**config.mk**
```make
export PLATFORM = sky130hd
export DESIGN_NAME = pclk_gate_ctrl
export DESIGN_NICKNAME = d
export VERILOG_FILES = /design/src/rtl/pcg_pkg.sv /design/src/rtl/pcg_rst_sync.sv /design/src/rtl/pcg_ctrl_reg.sv /design/src/rtl/pcg_enable_gen.sv /design/src/rtl/pcg_access_filter.sv /design/src/rtl/pclk_gate_ctrl.sv
export SDC_FILE = /design/constraint.sdc
export NUM_CORES = 1
export LEC_CHECK = 0
export BUFFER_PORTS_ARGS = -buffer_cell sky130_fd_sc_hd__buf_2
export CORE_AREA = 4 4 116 118
export DETAILED_ROUTE_END_ITERATION = 16
export DIE_AREA = 0 0 120 122
export PLACE_DENSITY = 0.69
export SLEW_MARGIN = 0
export SYNTH_ARGS = -nofsm -noshare
export SYNTH_HDL_FRONTEND = slang
export SYNTH_HIERARCHICAL = 1
export SYNTH_SLANG_ARGS = --single-unit
export TNS_END_PERCENT = 20
```
**constraint.sdc**
```tcl
create_clock -name clk -period 2.2 [get_ports clk]
set_clock_uncertainty 0.15 [all_clocks]
set_input_delay 0.22 -clock clk [delete_from_list [all_inputs] [get_ports clk]]
set_output_delay 0.22 -clock clk [all_outputs]
set_load 0.005 [all_outputs]
```
**src/rtl/pcg_pkg.sv**
```systemverilog
package pcg_pkg;
  localparam int REG_W   = 16;
  localparam int PLL_BIT = 13;
  localparam int GRP_BIT = 15;

  typedef enum logic [1:0] {
    SLOT_CTRL   = 2'd0,
    SLOT_PERIPH = 2'd1,
    SLOT_NONE   = 2'd2
  } slot_kind_e;

  // Writable bits: the peripheral disables, the PLL bit and the group bit.
  function automatic logic [REG_W-1:0] write_mask(int n_periph);
    logic [REG_W-1:0] m;
    m = '0;
    for (int i = 0; i < REG_W; i++) begin
      if (i < n_periph || i == PLL_BIT || i == GRP_BIT) m[i] = 1'b1;
    end
    return m;
  endfunction
endpackage

```
**src/rtl/pcg_rst_sync.sv**
```systemverilog
module pcg_rst_sync (
  input  logic clk,
  input  logic arst_n,
  output logic rst_n_o
);
  logic [1:0] sync_q;

  always_ff @(posedge clk or negedge arst_n) begin
    if (!arst_n) sync_q <= 2'b00;
    else         sync_q <= {sync_q[0], 1'b1};
  end

  assign rst_n_o = sync_q[1];
endmodule

```
**src/rtl/pcg_ctrl_reg.sv**
```systemverilog
module pcg_ctrl_reg
  import pcg_pkg::*;
#(
  parameter int NUM_PERIPH = 12
) (
  input  logic             clk,
  input  logic             rst_n,
  input  logic             wr_en,
  input  logic [REG_W-1:0] wdata,
  output logic [REG_W-1:0] ctrl_q
);
  localparam logic [REG_W-1:0] WMASK = write_mask(NUM_PERIPH);

  logic [REG_W-1:0] ctrl_d;

  always_comb begin
    ctrl_d = ctrl_q;
    if (wr_en) ctrl_d = wdata & WMASK;
  end

  always_ff @(posedge clk or negedge rst_n) begin
    if (!rst_n) ctrl_q <= '0;
    else        ctrl_q <= ctrl_d;
  end


  write_lands_chk: assert property (@(posedge clk) disable iff (!rst_n)
    wr_en |=> (ctrl_q == ($past(wdata) & WMASK)));


  rsvd_zero_chk: assert property (@(posedge clk) disable iff (!rst_n)
    (ctrl_q & ~WMASK) == '0);
endmodule

```
**src/rtl/pcg_enable_gen.sv**
```systemverilog
module pcg_enable_gen #(
  parameter int NUM_PERIPH = 12
) (
  input  logic                  clk,
  input  logic                  rst_n,
  input  logic [NUM_PERIPH-1:0] per_dis,
  input  logic                  grp_dis,
  input  logic                  pll_dis,
  input  logic                  pwr_down,
  output logic [NUM_PERIPH-1:0] per_clk_en,
  output logic [NUM_PERIPH-1:0] per_hold,
  output logic                  pll_pd_req,
  output logic                  osc_wdt_en
);
  logic grp_stop;
  assign grp_stop = grp_dis | pwr_down;

  for (genvar i = 0; i < NUM_PERIPH; i++) begin : g_lane
    logic run;
    assign run           = ~(per_dis[i] | grp_stop);
    assign per_clk_en[i] = run;
    assign per_hold[i]   = ~run;
  end

  assign pll_pd_req = pll_dis;
  assign osc_wdt_en = ~pll_dis;


  grp_all_off_chk: assert property (@(posedge clk) disable iff (!rst_n)
    grp_dis |-> (per_clk_en == '0));


  pd_all_off_chk: assert property (@(posedge clk) disable iff (!rst_n)
    pwr_down |-> (per_hold == '1));


  pll_wdt_chk: assert property (@(posedge clk) disable iff (!rst_n)
    pll_pd_req |-> !osc_wdt_en);
endmodule

```
**src/rtl/pcg_access_filter.sv**
```systemverilog
module pcg_access_filter
  import pcg_pkg::*;
#(
  parameter int NUM_PERIPH = 12,
  parameter int ADDR_W     = 8,
  parameter int SLOT_SHIFT = 4
) (
  input  logic                        clk,
  input  logic                        rst_n,
  input  logic                        req_valid,
  input  logic                        req_write,
  input  logic [ADDR_W-1:0]           req_addr,
  input  logic [NUM_PERIPH-1:0]       per_clk_en,
  input  logic [REG_W*NUM_PERIPH-1:0] per_rdata,
  input  logic [REG_W-1:0]            ctrl_q,
  output logic                        ctrl_wr_en,
  output logic [NUM_PERIPH-1:0]       per_sel,
  output logic                        resp_valid,
  output logic                        resp_err,
  output logic [REG_W-1:0]            resp_rdata
);
  localparam int SLOT_W = ADDR_W - SLOT_SHIFT;

  logic [SLOT_W-1:0]     slot;
  slot_kind_e            kind;
  logic [NUM_PERIPH-1:0] hit;
  logic                  blocked;
  logic [REG_W-1:0]      rdata_d;
  logic                  resp_valid_q, resp_err_q;
  logic [REG_W-1:0]      resp_rdata_q;

  assign slot = req_addr[ADDR_W-1:SLOT_SHIFT];

  always_comb begin
    if (slot == '0)                             kind = SLOT_CTRL;
    else if (int'(slot) <= NUM_PERIPH)          kind = SLOT_PERIPH;
    else                                        kind = SLOT_NONE;
  end

  for (genvar i = 0; i < NUM_PERIPH; i++) begin : g_dec
    assign hit[i]     = req_valid && (kind == SLOT_PERIPH) && (slot == SLOT_W'(i + 1));
    assign per_sel[i] = hit[i] & per_clk_en[i];
  end

  assign ctrl_wr_en = req_valid && (kind == SLOT_CTRL) && req_write;
  assign blocked    = req_valid && (kind != SLOT_CTRL) && (per_sel == '0);

  always_comb begin
    rdata_d = '0;
    if (req_valid && !req_write) begin
      if (kind == SLOT_CTRL) rdata_d = ctrl_q;
      for (int i = 0; i < NUM_PERIPH; i++) begin
        if (per_sel[i]) rdata_d = rdata_d | per_rdata[i*REG_W +: REG_W];
      end
    end
  end

  always_ff @(posedge clk or negedge rst_n) begin
    if (!rst_n) begin
      resp_valid_q <= 1'b0;
      resp_err_q   <= 1'b0;
      resp_rdata_q <= '0;
    end else begin
      resp_valid_q <= req_valid;
      resp_err_q   <= blocked;
      resp_rdata_q <= rdata_d;
    end
  end

  assign resp_valid = resp_valid_q;
  assign resp_err   = resp_err_q;
  assign resp_rdata = resp_rdata_q;


  refused_zero_data_chk: assert property (@(posedge clk) disable iff (!rst_n)
    resp_err |-> (resp_valid && resp_rdata == '0));


  sel_needs_clock_chk: assert property (@(posedge clk) disable iff (!rst_n)
    (per_sel & ~per_clk_en) == '0);


  sel_single_chk: assert property (@(posedge clk) disable iff (!rst_n)
    $onehot0(per_sel));


  ctrl_never_err_chk: assert property (@(posedge clk) disable iff (!rst_n)
    (req_valid && kind == SLOT_CTRL) |=> !resp_err);
endmodule

```
**src/rtl/pclk_gate_ctrl.sv**
```systemverilog
module pclk_gate_ctrl
  import pcg_pkg::*;
#(
  parameter int NUM_PERIPH = 12,
  parameter int ADDR_W     = 8,
  parameter int SLOT_SHIFT = 4
) (
  input  logic                        clk,
  input  logic                        arst_n,
  input  logic                        pwr_down,
  input  logic                        req_valid,
  input  logic                        req_write,
  input  logic [ADDR_W-1:0]           req_addr,
  input  logic [15:0]                 req_wdata,
  output logic                        resp_valid,
  output logic                        resp_err,
  output logic [15:0]                 resp_rdata,
  output logic [NUM_PERIPH-1:0]       per_sel,
  output logic                        per_wr,
  output logic [SLOT_SHIFT-1:0]       per_offs,
  output logic [15:0]                 per_wdata,
  input  logic [16*NUM_PERIPH-1:0]    per_rdata,
  output logic [NUM_PERIPH-1:0]       per_clk_en,
  output logic [NUM_PERIPH-1:0]       per_hold,
  output logic                        rtc_clk_en,
  output logic                        pll_pd_req,
  output logic                        osc_wdt_en
);
  logic             rst_n;
  logic             ctrl_wr_en;
  logic [REG_W-1:0] ctrl_q;
  logic             rtc_q, rtc_d;

  pcg_rst_sync u_rst (
    .clk     (clk),
    .arst_n  (arst_n),
    .rst_n_o (rst_n)
  );

  pcg_ctrl_reg #(.NUM_PERIPH(NUM_PERIPH)) u_reg (
    .clk    (clk),
    .rst_n  (rst_n),
    .wr_en  (ctrl_wr_en),
    .wdata  (req_wdata),
    .ctrl_q (ctrl_q)
  );

  pcg_enable_gen #(.NUM_PERIPH(NUM_PERIPH)) u_en (
    .clk        (clk),
    .rst_n      (rst_n),
    .per_dis    (ctrl_q[NUM_PERIPH-1:0]),
    .grp_dis    (ctrl_q[GRP_BIT]),
    .pll_dis    (ctrl_q[PLL_BIT]),
    .pwr_down   (pwr_down),
    .per_clk_en (per_clk_en),
    .per_hold   (per_hold),
    .pll_pd_req (pll_pd_req),
    .osc_wdt_en (osc_wdt_en)
  );

  pcg_access_filter #(
    .NUM_PERIPH (NUM_PERIPH),
    .ADDR_W     (ADDR_W),
    .SLOT_SHIFT (SLOT_SHIFT)
  ) u_filt (
    .clk        (clk),
    .rst_n      (rst_n),
    .req_valid  (req_valid),
    .req_write  (req_write),
    .req_addr   (req_addr),
    .per_clk_en (per_clk_en),
    .per_rdata  (per_rdata),
    .ctrl_q     (ctrl_q),
    .ctrl_wr_en (ctrl_wr_en),
    .per_sel    (per_sel),
    .resp_valid (resp_valid),
    .resp_err   (resp_err),
    .resp_rdata (resp_rdata)
  );

  assign per_wr    = req_write;
  assign per_offs  = req_addr[SLOT_SHIFT-1:0];
  assign per_wdata = req_wdata;

  // Always-on enable for the real-time-clock domain; only reset clears it.
  assign rtc_d = 1'b1;

  always_ff @(posedge clk or negedge rst_n) begin
    if (!rst_n) rtc_q <= 1'b0;
    else        rtc_q <= rtc_d;
  end

  assign rtc_clk_en = rtc_q;


  rtc_on_chk: assert property (@(posedge clk) disable iff (!rst_n)
    $past(rst_n) |-> rtc_clk_en);


  hold_tracks_en_chk: assert property (@(posedge clk) disable iff (!rst_n)
    (per_hold ^ per_clk_en) == '1);
endmodule

```
==> flow_summary_export.csv, run 1 <==
group,metric,value,unit
sta,hold_violations,0,
synth,synth-simple-area-share,0.354,
layout,final_util,0.487,
synth,synth.area.top_cells,"dfrtp_1 (22%), nor3_1 (15%), nand2_1 (8.8%)",
layout,num-fill-cells,1311,
worst_setup_path,path_cells,"buf_4, nor3_4, buf_12, nand2_1, nor3_1, a2111oi_0, a31oi_1",
sta,relSlewSlack,0.445,
layout,multi_input_area,2400,um^2
routing,ant_nets,0,
layout,fin_area,6070,um^2
worst_setup_path,endpoint_kind,"flop",
worst_setup_path,path_class,"reg -> reg",
clock_tree,cts.sinks,35,
hold_path,hold_path_class,"in -> reg",
die,die_y,122,um
die,num_rows,41,
layout,antennaDiodeCount,0,
clock_tree,clk_path_buf_depth,2,
routing,routed_wl,21900,um
run,maxCapViolations,0,
sta,clock.fmax,458,MHz
global_route,grt_pass1_vias,5422,
global_route,grt_overflow_total,0,
routing,viasPerCell,5.55,
synth,synth_cell_types,40,
hold_path,hold_start,"req_wdata[5]",
die,dieWidth,120,um
synth,synthXorXnorAreaFrac,0,
power,p_leak,2.94,nW
synth,syn_area,3920,um^2
global_route,grt_use_met3,0.0747,
worst_setup_path,crit_path_start_kind,"flop",
global_route,grt_pass1_wl,31900,um
layout,final_layout_size_suffix_gt1_frac,0.505,
clock_tree,clock_latency,0.28,ns
global_route,top_usage_layer,"met2",
global_route,use_met1,0.368,
synth,synthCells,553,
clock_tree,cts_tree,"yes",
global_route,use_met2,0.485,
layout,nNetsFinal,1060,
die,start_util,0.314,
sta,holdWs,0.0282,ns
worst_setup_path,cp.arrival,2.15,ns
die,die-area,14600,um^2
sta,tns,0,ns
worst_setup_path,required,2.17,ns
clock_tree,cts_root_buffer,"clkbuf_16",
placed_design,dp_hpwl,17700,um
worst_setup_path,r2r-start,"u_reg/ctrl_q[15]",
synth,synth_ff_type,"dfrtp_1",
routing,drcViolationCount,0,
synth,synth_top_family_by_area,"simple AND/OR/NAND/NOR gates",
global_route,grt_max_degree,43,
power,ir_drop,0.296,mV
synth,synthArstFlopShare,1.00,
clock_tree,clk_pin_slew_worst_paths,0.06,ns
routing,post_drt_wl_per_cell,21.7,um
synth,synthTopCellsByCount,"nor3_1 (121), nand2_1 (92), inv_1 (53), a2111oi_0 (38), buf_4 (37)",
sta,worst_pin_slew,0.811,ns
global_route,grt_usage,0.288,
synth,yosys.area.top_type,"dfrtp_1",
worst_setup_path,slowest_delay,0.73,ns
synth,syn_avg_cell_area,7.09,um^2
synth,yosys.area.top_type_share,0.223,
power,powerDensity,450,nW/um^2
sta,min_period_over_period,0.992,
layout,seq_area,878,um^2
routing,firstDrtPassIters,5,
synth,synth-compound-area-share,0.182,
clock_tree,htreeDepth,2,
placed_design,globalplace.congestion,0.976,
worst_setup_path,r2r_cells,7,
clock_tree,cts_buffers,5,
synth,synth-adder-area-share,0,
die,ios,299,
synth,yosysSeqAreaShare,0.223,
sta,finalCriticalPeriod,2.18,ns
placed_design,portBuffers,286,
sta,setup_viol,0,
synth,synth-edff-count,0,
worst_setup_path,worstPathMaxFanout,18,
sta,rsz0062_at_grt,"true",
worst_setup_path,reg2reg_to,"u_filt/resp_rdata[3]",
sta,drv_slew,0,
global_route,antenna_found_initial,4,
synth,ys_seq_elements,35,
hold_path,whs_path_depth,2,
layout,syn_to_final_growth,54.9,%
synth,synth_warnings,6,
synth,synth_most_common_cell,"nor3_1",
die,core_area,12500,um^2
worst_setup_path,r2r_slack,0.02,ns
synth,synth_mux_area_frac,0.0402,
worst_setup_path,slowest_stage,"a2111oi_0",
placed_design,place_area,5730,um^2
routing,vias,5613,
status,status,"finished clean",
hold_path,min_to,"u_reg/ctrl_q[5]",
routing,drt_iter0_drc,601,
power,finalPower,2.73,mW
## critical path: cells and delay by family, from the launching register on
kind	cells	cell delay, ns
AOI/OAI and AO/OA	2	0.91
buffers and inverters	2	0.35
DFF	1	0.42
and+or+nand+nor	3	0.17
## per-layer routing
layer | vias up | wire length, um
li1 | 2535 | -
met1 | 2628 | 8780
met2 | 395 | 10300
met3 | 47 | 2330
met4 | 8 | 470
met5 | - | 42
## through the flow
step | cells | setup slack (ns)
global route | 1012 | -0.0523
finish | 1012 | 0.0177
global placement | 994 | -0.275
detailed placement | 994 | -0.292
CTS | 1004 | -0.104
floorplan | 554 | 0.0119
## layout make-up
type,count,area share
multi-input combinational,376,0.396
timing repair buffer,368,0.365
sequential,35,0.145
tap,172,0.0354
inverter,53,0.0328
clock buffer,8,0.0258
## what timing repair did
action | in CTS | in global routing
hold buffers | 1 | 0
endpoints found under the hold margin | 2 | 0
setup buffers | 1 | 8
resized for setup | 15 | 19
pin swaps | 1 | 5
endpoints found under the setup margin | 17 | 21
## cells in the final DEF, fill, tap and decap left out, types with 3 or more instances in the layout
| master | Yosys | routed |
|---|---|---|
| buf_2 | 24 | 285 |
| nor3_1 | 121 | 109 |
| nand2_1 | 92 | 92 |
| buf_4 | 37 | 68 |
| inv_1 | 53 | 53 |
| dfrtp_1 | 35 | 33 |
| a2111oi_0 | 38 | 27 |
| and3_1 | 16 | 16 |
| a31oi_1 | 16 | 16 |
| a2111oi_1 | 7 | 15 |
| mux2_2 | 14 | 14 |
| buf_12 | 0 | 13 |
| o32ai_1 | 13 | 13 |
| nor3_2 | 1 | 10 |
| or3_1 | 7 | 7 |
| nand4b_1 | 7 | 7 |
| nor3_4 | 3 | 6 |
| clkbuf_16 | 0 | 5 |
| or3_2 | 5 | 5 |
| conb_1 | 3 | 4 |
| a2111oi_2 | 0 | 3 |
| a21oi_1 | 3 | 3 |
| a221oi_1 | 3 | 3 |
## kinds of logic after synthesis
kind of cell,after synthesis
AOI/OAI and AO/OA,85
other,3
muxes,14
buffers and inverters,143
DFF,35
and+or+nand+nor,273
## where the power goes
group          total [mW]  switching, mW  internal (mW)
sequential          0.799         0.0929          0.706
clock               0.773          0.290          0.483
combinational        1.16          0.616          0.544
## worst max-delay path by stage
stage                                 to  depth (start not counted)  slack (ns)              from
finish              u_filt/resp_rdata[3]                          7        0.02  u_reg/ctrl_q[15]
global route        u_filt/resp_rdata[1]                          7       -0.05  u_reg/ctrl_q[15]
CTS                           per_sel[6]                          6       -0.10  u_reg/ctrl_q[15]
detailed placement  u_filt/resp_rdata[5]                          7       -0.29  u_reg/ctrl_q[15]
global placement    u_filt/resp_rdata[5]                          7       -0.28  u_reg/ctrl_q[15]
floorplan           u_filt/resp_rdata[9]                         10        0.01  u_reg/ctrl_q[15]
## state kept, by name, summed over array words and instances, names as in the netlist
register	count
u_reg/ctrl_q	14
u_filt/resp_err	1
rtc_clk_en	1
u_filt/resp_rdata	16
u_filt/resp_valid	1
u_rst/sync_q	2
Power figures use the tool's default switching activity.
==> run 2: changes to the inputs <==
- BUFFER_PORTS_ARGS: -buffer_cell sky130_fd_sc_hd__buf_2 -> -buffer_cell sky130_fd_sc_hd__clkbuf_2
==> run 2 against run 1 <==
Net effect: fmax fell by 2.4%; first-iteration DRC count fell by 6.3%; sequential cell count did not move; the run now ends with setup timing left; critical path depth did not move; via count fell by 1.2%; critical endpoint is now u_filt/resp_rdata[12]; core utilization rose by 1.2 points.
==> flow_summary_export.csv, run 2 (synthesized netlist as in run 1, its figures left out) <==
group,metric,value,unit
worst_setup_path,crit_path_start_kind,"flop",
die,die-area,14600,um^2
sta,rsz0062_at_grt,"true",
routing,ant_nets,0,
worst_setup_path,reg2reg_to,"u_filt/resp_rdata[12]",
clock_tree,cts_buffers,5,
worst_setup_path,crit_start,"u_reg/ctrl_q[15]",
sta,holdWs,0.0341,ns
worst_setup_path,path_class,"reg -> reg",
power,powerDensity,477,nW/um^2
sta,setup_slack,-0.0363,ns
worst_setup_path,cp-endpoint,"u_filt/resp_rdata[12]",
power,sw_frac_of_total,0.351,
die,die_y,122,um
worst_setup_path,worstPathMaxFanout,7,
layout,final_layout_size_suffix_gt1_frac,0.523,
power,ir_drop,0.304,mV
layout,mostFrequentLayoutCell,"clkbuf_2",
power,power_frac_seq,0.265,
placed_design,dp_hpwl,17800,um
clock_tree,clk_path_buf_depth,2,
sta,min_period_over_period,1.02,
die,ios,299,
clock_tree,cts.sinks,35,
power,comb_power_share,0.412,
layout,syn_to_final_growth,58.7,%
worst_setup_path,r2r-start,"u_reg/ctrl_q[15]",
die,dieWidth,120,um
die,core_area,12500,um^2
global_route,antenna_found_initial,0,
global_route,grt_overflow_total,0,
routing,firstDrtPassIters,5,
clock_tree,clock_latency,0.28,ns
sta,setup_viol,3,
worst_setup_path,r2r_cells,7,
clock_tree,cts_root_buffer,"clkbuf_16",
clock_tree,cts_tree,"yes",
global_route,grt_max_degree,40,
layout,largest_register_ffs,16,
power,intPower,1.92,mW
power,power.switching,1.04,mW
layout,layout_common_cells,"clkbuf_2 (285), nor3_1 (106), nand2_1 (92), buf_4 (76), inv_1 (52)",
sta,hold_violations,0,
layout,stdcell_count,1021,
sta,relSlewSlack,0.486,
hold_path,hold_path_class,"in -> reg",
worst_setup_path,endpoint_kind,"flop",
die,num_rows,41,
sta,clock.fmax,447,MHz
run,maxCapViolations,0,
clock_tree,htreeDepth,2,
placed_design,dp_cells,1005,
layout,nNetsFinal,1069,
global_route,grt_pass1_vias,5454,
sta,drv_slew,0,
placed_design,globalplace.congestion,1.00,
worst_setup_path,r2r_slack,-0.04,ns
power,p_leak,3.03,nW
status,status,"complete, but fails checks",
routing,vias,5548,
power,clockPowerShare,0.324,
routing,drcViolationCount,0,
sta,worst_pin_slew,0.752,ns
global_route,grt_usage,0.289,
sta,finalCriticalPeriod,2.24,ns
routing,post_drt_wl_per_cell,21.8,um
routing,viasPerCell,5.43,
global_route,grt_pass1_wl,32200,um
status,violations,"setup timing",
placed_design,portBuffers,286,
layout,antennaDiodeCount,0,
routing,routed_wl,22200,um
die,start_util,0.314,
clock_tree,clk_pin_slew_worst_paths,0.06,ns
routing,drt_iter0_drc,563,
worst_setup_path,required,2.18,ns
worst_setup_path,cp.arrival,2.22,ns
==> run 2: stage by stage <==
| step | area [um^2] | setup WS (ns) | power, mW | utilization | TNS [ns] |
|---|---|---|---|---|---|
| 6_report | 6220 | -0.0363 | 2.96 | 0.499 | -0.0977 |
| 5_1_grt | 6220 | -0.142 | 3.10 | 0.499 | -0.936 |
| 4_1_cts | 6050 | -0.112 | 2.92 | 0.485 | -0.405 |
| 3_5_place_dp | 5770 | -0.297 | 1.92 | 0.463 | -1.58 |
| 3_3_place_gp | 5770 | -0.324 | 1.91 | 0.463 | -1.48 |
| 2_1_floorplan | 3920 | 0.0119 | 1.32 | - | 0 |
==> run 2: final cells by class <==
| cell class | count | area [um^2] |
|---|---|---|
| Sequential cell | 35 | 878 |
| Clock inverter | 3 | 67.6 |
| Clock buffer | 5 | 125 |
| Multi-Input combinational cell | 376 | 2470 |
| Inverter | 53 | 204 |
| Tap cell | 172 | 215 |
| Timing Repair Buffer | 377 | 2260 |
| Fill cell | 1317 | 6250 |
==> run 2: worst max-delay path, cell delays in order, from the launching register on <==
cell	delay [ns]
dfrtp_2	0.43
buf_4	0.17
nor3_1	0.08
nand3_1	0.12
buf_4	0.21
nor3_1	0.07
a2111oi_0	0.69
a31oi_1	0.17
==> run 2: worst min-delay path by stage <==
stage,startpoint,endpoint,cells past startpoint
2_1_floorplan,arst_n,u_rst/sync_q[0],0
3_5_place_dp,arst_n,u_rst/sync_q[0],1
4_1_cts,req_wdata[7],u_reg/ctrl_q[7],2
6_report,req_wdata[7],u_reg/ctrl_q[7],2
3_3_place_gp,arst_n,u_rst/sync_q[0],1
5_1_grt,req_wdata[13],u_reg/ctrl_q[13],2
==> run 2: what timing repair did <==
item                                    4_1_cts  5_1_grt
resized for setup                            21       34
pin swaps                                     3        4
endpoints found under the setup margin       23       27
setup buffers                                 0        7
endpoints found under the hold margin         2        0
hold buffers                                  1        0
==> run 2: per-layer routing <==
layer	share of wire	wire, um	vias up	GRT usage
li1	-	-	2556	-
met1	0.40	8780	2551	0.372
met2	0.48	10600	392	0.482
met3	0.10	2220	49	0.0738
met4	0.027	591	0	0.0802
met5	0	0	-	0
==> run 2: power groups by stage <==
stage                     Clock [mW]  Sequential (mW)  Combinational [mW]
after global placement             0            0.785                1.13
after floorplan                    0            0.765               0.555
after detailed placement           0            0.785                1.13
after CTS                      0.986            0.778                1.16
final                          0.960            0.784                1.22
after global routing           0.994            0.793                1.32
